**config.mk**
```make
export PLATFORM = sky130hd
export DESIGN_NAME = sbox_parity_stage
export DESIGN_NICKNAME = d
export VERILOG_FILES = /design/src/rtl/sbox_parity_stage.sv
export SDC_FILE = /design/constraint.sdc
export NUM_CORES = 1
export LEC_CHECK = 0
export ABC_AREA = 1
export BUFFER_PORTS_ARGS = -buffer_cell sky130_fd_sc_hd__buf_4
export CORE_AREA = 2 2 208 251
export DETAILED_ROUTE_END_ITERATION = 6
export DIE_AREA = 0 0 210 253
export SETUP_SLACK_MARGIN = 0.1
export SYNTH_ARGS = -nofsm -noshare
export SYNTH_HDL_FRONTEND = slang
export SYNTH_SLANG_ARGS = --single-unit
```
**constraint.sdc**
```tcl
create_clock -name clk -period 0.95 [get_ports clk]
set_clock_uncertainty 0.15 [all_clocks]
set_input_delay 0.19 -clock clk [delete_from_list [all_inputs] [get_ports clk]]
set_output_delay 0.19 -clock clk [all_outputs]
set_load 0.1 [all_outputs]
```
**src/rtl/sbox_parity_stage.sv**
```systemverilog
module sbox_parity_stage #(
  parameter int W = 8,
  parameter logic [W:0] ERR_WORD = 9'h001
) (
  input  logic         clk,
  input  logic         rst_n,
  input  logic         start,
  input  logic [W-1:0] pt,
  input  logic         pt_par,
  input  logic [W-1:0] key,
  input  logic         key_par,
  output logic [W:0]   res,
  output logic         err
);

  function automatic logic [7:0] gmul(input logic [7:0] a, input logic [7:0] b);
    logic [7:0] p, x;
    p = '0;
    x = a;
    for (int i = 0; i < 8; i++) begin
      if (b[i]) p = p ^ x;
      x = x[7] ? ((x << 1) ^ 8'h1b) : (x << 1);
    end
    return p;
  endfunction

  function automatic logic [7:0] ginv(input logic [7:0] a);
    logic [7:0] a2, a3, a12, a15, a240;
    a2   = gmul(a, a);
    a3   = gmul(a2, a);
    a12  = gmul(gmul(a3, a3), gmul(a3, a3));
    a15  = gmul(a12, a3);
    a240 = gmul(a15, a15);
    a240 = gmul(a240, a240);
    a240 = gmul(a240, a240);
    a240 = gmul(a240, a240);
    return gmul(gmul(a240, a12), a2);
  endfunction

  function automatic logic [7:0] sbox(input logic [7:0] a);
    logic [7:0] v, s;
    v = ginv(a);
    for (int i = 0; i < 8; i++)
      s[i] = v[i] ^ v[(i+4)%8] ^ v[(i+5)%8] ^ v[(i+6)%8] ^ v[(i+7)%8];
    return s ^ 8'h63;
  endfunction

  // affine map adds each inverse bit five times and the constant has even weight,
  // so the output parity equals the parity of the field inverse
  function automatic logic sbox_par(input logic [7:0] a);
    return ^ginv(a);
  endfunction

  logic [W-1:0] sum, sub;
  logic         sum_par, pred_par, in_bad, out_bad;

  assign sum      = pt ^ key;
  assign sum_par  = pt_par ^ key_par;
  assign in_bad   = (^sum) ^ sum_par;
  assign sub      = sbox(sum);
  assign pred_par = sbox_par(sum);
  assign out_bad  = (^sub) ^ pred_par;

  always_ff @(posedge clk or negedge rst_n) begin
    if (!rst_n) begin
      res <= '0;
      err <= 1'b0;
    end else if (start) begin
      res <= (in_bad || out_bad) ? ERR_WORD : {pred_par, sub};
      err <= in_bad || out_bad;
    end else begin
      res <= '0;
    end
  end

endmodule


```
==> results.json <==
{
  "h-tree-depth": 1,
  "synth_edf_count": 0,
  "netlist_area_um2": 20060,
  "synth.distinct_cells": 45,
  "slowest_delay_ps": 300,
  "cp_common_cell": "nand2_2",
  "dieWidth_um": 210,
  "grt_pass1_wl_um": 117300,
  "crit_buf_inv": 27,
  "tightest_slew_ps": 464.7,
  "core_area_um2": 50900,
  "violations": "setup timing",
  "synth_top_cells_by_count": "nand2_1 (1,536), nand3_1 (717), inv_1 (417)",
  "synthesis.area_per_instance_um2": 5.114,
  "cp_data_arrival_time_ps": 13300,
  "ys_seq_area_frac": 0.01247,
  "synth.area.top_cells": "nand2_1 (29%), nand3_1 (18%), nand2_2 (13%)",
  "cp_top_family": "simple AND/OR/NAND/NOR gates",
  "dieArea_um2": 53130,
  "crit_path_end_kind": "register",
  "fin_crit_sh": 13.98,
  "ant_nets": 0,
  "wl_um": 74640,
  "syn_inst": 3923,
  "multi_input_area_um2": 21340,
  "initial_core_util": 0.3942,
  "final-max-slew-violation-count": 0,
  "yosys.area_share.xor_xnor": 0.03000,
  "slowest_stage": "ha_4",
  "synth_adder_area_share": 0.004366,
  "synth.most_common_cell": "nand2_1",
  "hold_class": "in -> reg",
  "fillers": 4581,
  "grt_usage": 0.2610,
  "required_ps": 970,
  "cts_tree": "built",
  "synth_top_family_by_area": "simple AND/OR/NAND/NOR gates",
  "ys_ff_latch": 10,
  "status": "finished, violations left",
  "synth_compound_area_frac": 0.01559,
  "cts_root_buf": "clkbuf_16",
  "final_cells": 5289,
  "path_max_fanout": 8,
  "clk_path_buf_depth": 2,
  "drive_above_1_share": 0.4944,
  "startpoint_type": "input pin",
  "vias_per_cell": 5.143,
  "gr-total-overflow": 0,
  "area_growth_pct": 55.56,
  "clkLatencyLatePin_ps": 240,
  "antennaDiodeCount": 0,
  "clk_pin_slew_ps": 40,
  "fmax_ghz": 0.07529,
  "numCtsBuffers": 3,
  "drt_pass1_iterations": 6,
  "antenna_found_initial": 0,
  "vias": 27200,
  "preCtsSetupSlack_ps": -12980,
  "setup_violations": 20,
  "rsz0062_at_grt": "true",
  "regArea_um2": 287.8,
  "die_y_um": 253,
  "grt_max_degree": 16,
  "syn_nets": 3951,
  "clock_sinks": 10,
  "ys.flop_type": "dfrtp_1",
  "ios": 31,
  "yosysTopAreaCell": "nand2_1",
  "drtIter0Drc": 1705,
  "worstSetupPathType": "in -> reg",
  "grt_pass1_vias": 24830,
  "final_util": 0.6132,
  "io_buffers": 30,
  "gp_congestion": 0.9545,
  "synthArstFlopShare": 1.000,
  "min_period_ps": 13280,
  "synth.area.mux_share": 0,
  "dp.final_hpwl_um": 55940,
  "slew_headroom": 0.6891,
  "final_nets": 4667,
  "route.detailed.drc": 0,
  "maxCapViolations": 0,
  "avgRoutedWirePerCell_um": 14.11,
  "placed_cells": 5111,
  "rows": 91,
  "yosysWarnings": 0,
  "yosys.area_share.simple": 0.7941,
  "hold_viol_final": 0,
  "synth_top_area_share": 0.2874,
  "worst_slack_ps": -12330
}
-- timing repair --
| item | in CTS | in global routing |
|---|---|---|
| setup buffers | 98 | 61 |
| hold buffers | 1 | 0 |
| endpoints found under the hold margin | 10 | 0 |
| pin swaps | 237 | 247 |
| setup endpoints to repair | 20 | 20 |
| resized for setup | 606 | 455 |
| cloned | 12 | 2 |
-- path summary, 6_finish.rpt --
path,cells past startpoint,slack (ps),startpoint,to
worst min-delay path,4,150,start,err
max in group asynchronous,2,330,rst_n,res[5]
worst min register to register,4,590,err,err
min in group asynchronous,2,160,rst_n,res[3]
worst max-delay path,139,-12330,pt[7],res[8]
worst max register to register,4,-150,err,err
-- cells by family after synthesis --
logic type	count (synthesis)
xor gates and xnor gates	61
and+or+nand+nor	3185
AOI/OAI and AO/OA	56
DFF	10
buffers and inverters	604
adders and majority gates	7
-- per-stage QoR --
step           instance area (um2)  setup TNS, ps  hold slack [ps]
6_report                     31210        -114260            153.1
4_1_cts                      28890        -109910            150.8
3_5_place_dp                 25310        -118060           -123.5
5_1_grt                      31210        -124580            170.9
3_3_place_gp                 25310        -117350           -123.9
2_1_floorplan                20560        -108740           -255.6
-- cell type report --
class	instances	area share
repair buffers	773	0.2085
inverters	528	0.06968
well taps	651	0.02610
multi-input cells	3323	0.6836
clock buffers	4	0.002846
flip-flops and latches	10	0.009221
-- cell usage in the layout (no fill, tap or decap), types with 14 or more instances in the layout --
cell      instances
nand2_1        1186
buf_4           674
nand2_2         594
nand3_1         488
inv_1           371
nand2_4         261
nand3_2         261
nor2_1          137
inv_2            99
nand3_4          87
buf_6            57
nand4_1          51
nor2_2           51
buf_12           36
nand2_8          33
nand3b_1         26
inv_4            21
nor2_4           20
xnor2_1          18
xor2_1           18
clkinv_1         14
-- layer usage --
layer	track usage	up-vias	share of wire
met4	0.09443	0	0.043
met2	0.4922	806	0.51
li1	-	13770	-
met3	0.01240	230	0.042
met5	0	-	0
met1	0.3113	12400	0.40
-- flip-flops by register name (all words and copies together), names as in the netlist --
name  flops
res       9
err       1
-- tightest hold or removal path: cells and delay by family --
family                 cells  cell delay [ps]
buffers and inverters      2              190
and+or+nand+nor            2              120
Power is left out: the tool's default activity adds up to more than one toggle a clock period on the data nets, which glitch-free logic cannot reach.
